**config.mk**
```make
export PLATFORM = sky130hd
export DESIGN_NAME = mw_eeprom_master
export DESIGN_NICKNAME = d
export VERILOG_FILES = /design/src/rtl/mw_pkg.sv /design/src/rtl/mw_rst_sync.sv /design/src/rtl/mw_tick_gen.sv /design/src/rtl/mw_cmd_decode.sv /design/src/rtl/mw_seq.sv /design/src/rtl/mw_eeprom_master.sv
export SDC_FILE = /design/constraint.sdc
export NUM_CORES = 1
export LEC_CHECK = 0
export ABC_AREA = 1
export BUFFER_PORTS_ARGS = -buffer_cell sky130_fd_sc_hd__buf_2
export CAP_MARGIN = 10
export CELL_PAD_IN_SITES_DETAIL_PLACEMENT = 0
export CELL_PAD_IN_SITES_GLOBAL_PLACEMENT = 1
export CORE_MARGIN = 2
export CORE_UTILIZATION = 47
export DETAILED_ROUTE_END_ITERATION = 10
export GPL_TIMING_DRIVEN = 1
export PLACE_DENSITY_LB_ADDON = 0.1
export SLEW_MARGIN = 0
export SYNTH_ARGS = -nofsm -noshare
export SYNTH_HDL_FRONTEND = slang
export SYNTH_SLANG_ARGS = --single-unit
```
**constraint.sdc**
```tcl
create_clock -name clk -period 4.05 [get_ports clk]
set_input_delay 0.405 -clock clk [delete_from_list [all_inputs] [get_ports clk]]
set_output_delay 0.405 -clock clk [all_outputs]
set_load 0.01 [all_outputs]
```
**src/rtl/mw_pkg.sv**
```systemverilog
package mw_pkg;

  typedef enum logic [3:0] {
    ST_IDLE,
    ST_CSS,
    ST_BSET,
    ST_BHI,
    ST_BLO,
    ST_GAP,
    ST_PSET,
    ST_PSAMP,
    ST_END
  } mw_state_e;

  typedef enum logic [1:0] {
    PH_TX,
    PH_DUMMY,
    PH_RX
  } mw_phase_e;

  localparam logic [1:0] OPC_EXT   = 2'b00;
  localparam logic [1:0] OPC_WRITE = 2'b01;
  localparam logic [1:0] OPC_READ  = 2'b10;
  localparam logic [1:0] OPC_ERASE = 2'b11;

  localparam logic [1:0] SUB_LOCK   = 2'b00;
  localparam logic [1:0] SUB_FILL   = 2'b01;
  localparam logic [1:0] SUB_WIPE   = 2'b10;
  localparam logic [1:0] SUB_UNLOCK = 2'b11;

  typedef struct packed {
    logic has_wdata;
    logic is_read;
    logic needs_poll;
  } mw_plan_t;

endpackage

```
**src/rtl/mw_rst_sync.sv**
```systemverilog
module mw_rst_sync (
  input  logic clk,
  input  logic rst_n,
  output logic rst_sync_n
);
  logic [1:0] sync_q;

  always_ff @(posedge clk or negedge rst_n) begin
    if (!rst_n) sync_q <= 2'b00;
    else        sync_q <= {sync_q[0], 1'b1};
  end

  assign rst_sync_n = sync_q[1];
endmodule

```
**src/rtl/mw_tick_gen.sv**
```systemverilog
module mw_tick_gen #(
  parameter int PERIOD = 25
) (
  input  logic clk,
  input  logic rst_n,
  input  logic run,
  output logic tick
);
  localparam int CW = (PERIOD > 1) ? $clog2(PERIOD) : 1;
  localparam logic [CW-1:0] LAST = CW'(PERIOD - 1);

  logic [CW-1:0] cnt_q, cnt_d;

  assign tick = run && (cnt_q == LAST);

  always_comb begin
    cnt_d = cnt_q;
    if (!run)      cnt_d = '0;
    else if (tick) cnt_d = '0;
    else           cnt_d = cnt_q + 1'b1;
  end

  always_ff @(posedge clk or negedge rst_n) begin
    if (!rst_n) cnt_q <= '0;
    else        cnt_q <= cnt_d;
  end
endmodule

```
**src/rtl/mw_cmd_decode.sv**
```systemverilog
module mw_cmd_decode
  import mw_pkg::*;
#(
  parameter int ADDR_W = 7
) (
  input  logic [1:0]        op,
  input  logic [ADDR_W-1:0] addr,
  output mw_plan_t          plan
);
  logic [1:0] sub;
  assign sub = addr[ADDR_W-1 -: 2];

  always_comb begin
    plan = '0;
    unique case (op)
      OPC_READ:  plan.is_read = 1'b1;
      OPC_WRITE: begin
        plan.has_wdata  = 1'b1;
        plan.needs_poll = 1'b1;
      end
      OPC_ERASE: plan.needs_poll = 1'b1;
      default: begin
        unique case (sub)
          SUB_FILL: begin
            plan.has_wdata  = 1'b1;
            plan.needs_poll = 1'b1;
          end
          SUB_WIPE: plan.needs_poll = 1'b1;
          default:  plan = '0;
        endcase
      end
    endcase
  end
endmodule

```
**src/rtl/mw_seq.sv**
```systemverilog
module mw_seq
  import mw_pkg::*;
#(
  parameter int ADDR_W = 7,
  parameter int DATA_W = 16,
  parameter int POLLS  = 10
) (
  input  logic              clk,
  input  logic              rst_n,
  input  logic              tick,
  input  logic              start,
  input  logic [1:0]        op,
  input  logic [ADDR_W-1:0] addr,
  input  logic [DATA_W-1:0] wdata,
  input  mw_plan_t          plan,
  input  logic              ser_in,
  output logic              run,
  output logic              done,
  output logic              timeout,
  output logic [DATA_W-1:0] rdata,
  output logic              ser_sel,
  output logic              ser_clk,
  output logic              ser_out
);
  localparam int HDR_W = 3 + ADDR_W;
  localparam int TX_W  = HDR_W + DATA_W;
  localparam int BCW   = $clog2(TX_W);
  localparam int PCW   = (POLLS > 1) ? $clog2(POLLS) : 1;
  localparam logic [BCW-1:0] TX_LAST_LONG  = BCW'(TX_W - 1);
  localparam logic [BCW-1:0] TX_LAST_SHORT = BCW'(HDR_W - 1);
  localparam logic [BCW-1:0] RX_LAST       = BCW'(DATA_W - 1);
  localparam logic [PCW-1:0] POLL_LAST     = PCW'(POLLS - 1);

  mw_state_e         state_q, state_d;
  mw_phase_e         phase_q, phase_d;
  logic [BCW-1:0]    bitcnt_q, bitcnt_d;
  logic [TX_W-1:0]   txsh_q, txsh_d;
  logic [DATA_W-1:0] rxsh_q, rxsh_d;
  mw_plan_t          plan_q, plan_d;
  logic [PCW-1:0]    pollcnt_q, pollcnt_d;
  logic [DATA_W-1:0] rdata_q, rdata_d;
  logic              tmo_q, tmo_d;
  logic              done_q, done_d;
  logic              sel_q, sel_d;
  logic              clk_q, clk_d;
  logic              out_q, out_d;
  logic [BCW-1:0]    tx_last;

  assign tx_last = plan_q.has_wdata ? TX_LAST_LONG : TX_LAST_SHORT;

  // next-state process
  always_comb begin
    state_d   = state_q;
    phase_d   = phase_q;
    bitcnt_d  = bitcnt_q;
    txsh_d    = txsh_q;
    rxsh_d    = rxsh_q;
    plan_d    = plan_q;
    pollcnt_d = pollcnt_q;
    rdata_d   = rdata_q;
    tmo_d     = tmo_q;
    done_d    = 1'b0;

    unique case (state_q)
      ST_IDLE: begin
        if (start) begin
          state_d   = ST_CSS;
          phase_d   = PH_TX;
          bitcnt_d  = '0;
          pollcnt_d = '0;
          plan_d    = plan;
          txsh_d    = {1'b1, op, addr, wdata};
          tmo_d     = 1'b0;
        end
      end
      ST_CSS:  if (tick) state_d = ST_BSET;
      ST_BSET: if (tick) state_d = ST_BHI;
      ST_BHI: begin
        if (tick) begin
          state_d = ST_BLO;
          if (phase_q == PH_RX) rxsh_d = {rxsh_q[DATA_W-2:0], ser_in};
        end
      end
      ST_BLO: begin
        if (tick) begin
          unique case (phase_q)
            PH_TX: begin
              txsh_d = {txsh_q[TX_W-2:0], 1'b0};
              if (bitcnt_q == tx_last) begin
                bitcnt_d = '0;
                if (plan_q.is_read) begin
                  phase_d = PH_DUMMY;
                  state_d = ST_BSET;
                end else if (plan_q.needs_poll) begin
                  state_d = ST_GAP;
                end else begin
                  state_d = ST_END;
                end
              end else begin
                bitcnt_d = bitcnt_q + 1'b1;
                state_d  = ST_BSET;
              end
            end
            PH_DUMMY: begin
              phase_d  = PH_RX;
              bitcnt_d = '0;
              state_d  = ST_BSET;
            end
            default: begin
              if (bitcnt_q == RX_LAST) begin
                rdata_d = rxsh_q;
                state_d = ST_END;
              end else begin
                bitcnt_d = bitcnt_q + 1'b1;
                state_d  = ST_BSET;
              end
            end
          endcase
        end
      end
      ST_GAP:  if (tick) state_d = ST_PSET;
      ST_PSET: if (tick) state_d = ST_PSAMP;
      ST_PSAMP: begin
        if (tick) begin
          if (ser_in) begin
            state_d = ST_END;
          end else if (pollcnt_q == POLL_LAST) begin
            tmo_d   = 1'b1;
            state_d = ST_END;
          end else begin
            pollcnt_d = pollcnt_q + 1'b1;
          end
        end
      end
      ST_END: begin
        if (tick) begin
          state_d = ST_IDLE;
          done_d  = 1'b1;
        end
      end
      default: state_d = ST_IDLE;
    endcase

    sel_d = state_d inside {ST_CSS, ST_BSET, ST_BHI, ST_BLO, ST_PSET, ST_PSAMP};
    clk_d = (state_d == ST_BHI);
    out_d = (state_d inside {ST_BSET, ST_BHI, ST_BLO}) && (phase_d == PH_TX)
            && txsh_d[TX_W-1];
  end

  // register process
  always_ff @(posedge clk or negedge rst_n) begin
    if (!rst_n) begin
      state_q   <= ST_IDLE;
      phase_q   <= PH_TX;
      bitcnt_q  <= '0;
      txsh_q    <= '0;
      rxsh_q    <= '0;
      plan_q    <= '0;
      pollcnt_q <= '0;
      rdata_q   <= '0;
      tmo_q     <= 1'b0;
      done_q    <= 1'b0;
      sel_q     <= 1'b0;
      clk_q     <= 1'b0;
      out_q     <= 1'b0;
    end else begin
      state_q   <= state_d;
      phase_q   <= phase_d;
      bitcnt_q  <= bitcnt_d;
      txsh_q    <= txsh_d;
      rxsh_q    <= rxsh_d;
      plan_q    <= plan_d;
      pollcnt_q <= pollcnt_d;
      rdata_q   <= rdata_d;
      tmo_q     <= tmo_d;
      done_q    <= done_d;
      sel_q     <= sel_d;
      clk_q     <= clk_d;
      out_q     <= out_d;
    end
  end

  assign run     = (state_q != ST_IDLE);
  assign done    = done_q;
  assign timeout = tmo_q && (state_q == ST_IDLE);
  assign rdata   = rdata_q;
  assign ser_sel = sel_q;
  assign ser_clk = clk_q;
  assign ser_out = out_q;
endmodule

```
**src/rtl/mw_eeprom_master.sv**
```systemverilog
module mw_eeprom_master
  import mw_pkg::*;
#(
  parameter int HALF_PERIOD_CLKS = 25,
  parameter int ADDR_W           = 7,
  parameter int DATA_W           = 16,
  parameter int POLL_LIMIT       = 10
) (
  input  logic              clk,
  input  logic              rst_n,
  input  logic              start,
  input  logic [1:0]        cmd_op,
  input  logic [ADDR_W-1:0] cmd_addr,
  input  logic [DATA_W-1:0] cmd_wdata,
  output logic              busy,
  output logic              done,
  output logic              timeout,
  output logic [DATA_W-1:0] rdata,
  output logic              ser_sel,
  output logic              ser_clk,
  output logic              ser_out,
  input  logic              ser_in
);
  logic     rst_core_n;
  logic     tick;
  logic     run;
  mw_plan_t plan;

  mw_rst_sync u_rst (
    .clk        (clk),
    .rst_n      (rst_n),
    .rst_sync_n (rst_core_n)
  );

  mw_tick_gen #(.PERIOD(HALF_PERIOD_CLKS)) u_tick (
    .clk   (clk),
    .rst_n (rst_core_n),
    .run   (run),
    .tick  (tick)
  );

  mw_cmd_decode #(.ADDR_W(ADDR_W)) u_dec (
    .op   (cmd_op),
    .addr (cmd_addr),
    .plan (plan)
  );

  mw_seq #(.ADDR_W(ADDR_W), .DATA_W(DATA_W), .POLLS(POLL_LIMIT)) u_seq (
    .clk     (clk),
    .rst_n   (rst_core_n),
    .tick    (tick),
    .start   (start),
    .op      (cmd_op),
    .addr    (cmd_addr),
    .wdata   (cmd_wdata),
    .plan    (plan),
    .ser_in  (ser_in),
    .run     (run),
    .done    (done),
    .timeout (timeout),
    .rdata   (rdata),
    .ser_sel (ser_sel),
    .ser_clk (ser_clk),
    .ser_out (ser_out)
  );

  assign busy = run;
endmodule

```
==> flow_summary.ini <==
[yosys]
synth_top_family_by_area = simple AND/OR/NAND/NOR gates
async_flop_share_pct = 100
synth.area.top_cells = dfrtp_1, nand2_1, inv_1
synthSimpleGateAreaFrac_pct = 23.4
synth_cell_types = 37
synth_common_cells = nand2_1, dfrtp_1, inv_1, nor2_1, nand3_1
synth_mux_area_share_pct = 0
avgSynthCellArea_um2 = 8.81
netlist_area_um2 = 4160
yosysTopAreaCell = dfrtp_1
synth-warning-count = 0
synth_edf_count = 0
syn_nets = 509
synth_cells = 472
yosysSeqAreaShare_pct = 52.9
synth-compound-area-share_pct = 12.5
synthAdderAreaFrac_pct = 2.41
synth_top_area_share_pct = 52.9
yosysMostFrequentCell = nand2_1
ys_seq_elements = 88
synth_ff_type = dfrtp_1
synth_xor_area_share_pct = 1.05

[setup_path]
max_stage_delay_ps = 420
cp_slowest_cell = dfrtp_1
cp_max_fo = 16
cp.required_ps = 4280
worst_setup_path_end_kind = flop
crit_path_start_kind = flop
path_class = reg2reg
arrival_ps = 2560
path_cells = inv_1 -> ha_1 -> nand2_1 -> nor2_4 -> nand2_8 -> nor2_8 -> nand2_2 -> nand2_2 -> inv_2 -> nand2_1 -> o221ai_1

[timing]
tightestPinTransition_ps = 1040
period_needed_ps = 2330
rsz0062_at_grt = no
clock_skew_ps = 13.6
drv_slew = 0
layout_setup_ws_ps = 1720
setup_tns_ps = 0
hold_violations = 0
relSlewSlack_pct = 30.3
finalCritPeriodShare_pct = 57.6
setup_viol = 0
fmax_mhz = 429

[flow_run]
cap_viol_max_count = 0

[floorplanning]
initial_utilization_pct = 48.2
dieHeight_um = 98.1
dieArea_um2 = 9620
core_um2 = 8640
io-pin-count = 51
num_rows = 34
die_w_um = 98.1

[clocking]
ctsHtreeMaxLevel = 3
clk_path_buf_depth = 2
cts_tree = yes
cts_buffers = 9
clock-sinks = 88
clock_latency_ps = 360
cts.clk_slew.worst_paths_ps = 100
cts-root-buf = clkbuf_8

[grt]
gr-usage-all-layers_pct = 18.3
grt_max_degree = 54
antenna_found_initial = 0
grt_pass1_wl_um = 14200
grt_remaining_overflow = 0
grt_pass1_vias = 3073

[pwr]
switching_power_mw = 1.02
p_per_area_nw_per_um2 = 569
netSwitchingFraction_pct = 38.3
power_frac_clock_pct = 22.4
combPwrFrac_pct = 31.2
pwr-share-seq_pct = 46.4
p_leak_nw = 2.36
power.internal_mw = 1.65
ir_worst_vdd_v = 0.000211

[final_layout]
layout-drive-gt1-share_pct = 19.2
n_fill_cell = 810
nets = 559
antenna_cells = 0
syn_to_final_growth_pct = 12.8

[worst_hold_path]
hold_path.class = in2reg

[routing]
drc = 0
ant_nets = 0
postRouteWirelength_um = 8080
vias = 3138
drtIter0Drc = 127
drt-pass1-iter-count = 4
wl_per_cell_um = 12.7
via_per_inst = 4.94

[place]
gp_congestion = 0.772
dp_hpwl_um = 5700
port-buffer-count = 50
place_ws_ps = 1710

[run_status]
status = finished, final reports clean
kinds of logic after synthesis:
logic type               Yosys count
flip-flops                        88
XOR/XNOR                           5
AND/OR/NAND/NOR                  206
buffers and inverters             78
AO/OA/AOI/OAI                     86
other                              1
adder cells (fa/ha/maj)            8
layer usage:
layer  track usage (%)  share of wire, %
met4              7.37               1.2
met1              25.3                50
met3              2.79               3.5
met5                 0                 0
met2              29.0                45
worst max-delay path, delay by kind of cell, from the launching register on:
family | cells | cell delay [ps]
and+or+nand+nor | 7 | 1290
DFF | 1 | 420
adders and majority gates | 1 | 140
AOI/OAI and AO/OA | 1 | 100
buffers and inverters | 2 | 250
flip-flops by register name, summed over array words and instances, names as in the netlist, 2 cells and up:
name,flops
u_tick.cnt_q,5
u_seq.phase_q,2
u_seq.pollcnt_q,4
u_seq.rdata,16
u_seq.rxsh_q,16
u_seq.txsh_q,26
u_seq.state_q,4
u_rst.sync_q,2
u_seq.plan_q,3
u_seq.bitcnt_q,5
timing repair:
action / 4_1_cts / 5_1_grt
hold buffers: 1 / 0
endpoints found under the hold margin: 2 / 0
resized for setup: 0 / 0
buffers inserted: 0 / 0
power groups by stage:
stage / logic, mW / clock network (mW) / registers (mW)
3_5_place_dp: 0.843 / 0 / 1.25
4_1_cts: 0.847 / 0.618 / 1.24
3_3_place_gp: 0.828 / 0 / 1.25
6_report: 0.832 / 0.598 / 1.24
5_1_grt: 0.961 / 0.660 / 1.27
2_1_floorplan: 0.674 / 0 / 1.23
worst paths after layout:
path / start / to / slack (ps) / cells after the start
min in group asynchronous: u_rst.sync_q[1] / u_seq.plan_q[0] / 290 / 0
min: cmd_op[1] / u_seq.plan_q[2] / 260 / 2
min reg2reg: u_rst.sync_q[1] / u_seq.plan_q[0] / 290 / 0
max reg2reg: u_tick.cnt_q[0] / u_seq.txsh_q[22] / 1720 / 11
max in group asynchronous: u_rst.sync_q[1] / u_seq.pollcnt_q[0] / 2720 / 1
max: u_tick.cnt_q[0] / u_seq.txsh_q[22] / 1720 / 11
stage by stage:
| step | instances | util [%] | hold slack, ps | instance area, um^2 | power [mW] |
|---|---|---|---|---|---|
| detailed placement | 618 | 51.9 | 194 | 4480 | 2.10 |
| floorplan | 472 | - | 109 | 4160 | 1.90 |
| finish | 635 | 54.3 | 256 | 4690 | 2.67 |
| CTS | 635 | 54.3 | 241 | 4690 | 2.70 |
| global placement | 618 | 51.9 | 190 | 4480 | 2.08 |
| global route | 635 | 54.3 | 253 | 4690 | 2.89 |
cell usage in the layout, fill, tap and decap left out, types with 3 or more instances in the layout:
cell	instances
nand2_1	99
dfrtp_1	87
inv_1	55
buf_2	50
nor2_1	45
nand3_1	39
o21ai_0	24
a21oi_1	21
o211ai_1	14
inv_2	9
clkbuf_8	9
o21ai_1	8
ha_1	8
nand2_2	5
o22ai_1	5
xor2_1	4
o221ai_1	4
nor2_4	3
nor2_2	3
a21oi_2	3
inv_8	3
cell type report:
type,instances,area [um^2],area share (%)
Multi-Input combinational cell,306,1640,34.9
Tap cell,108,135,2.88
Timing Repair Buffer,53,275,5.87
Sequential cell,88,2210,47.0
Clock inverter,7,73.8,1.57
Inverter,64,240,5.12
Clock buffer,9,124,2.64
Power figures use the tool's default switching activity.
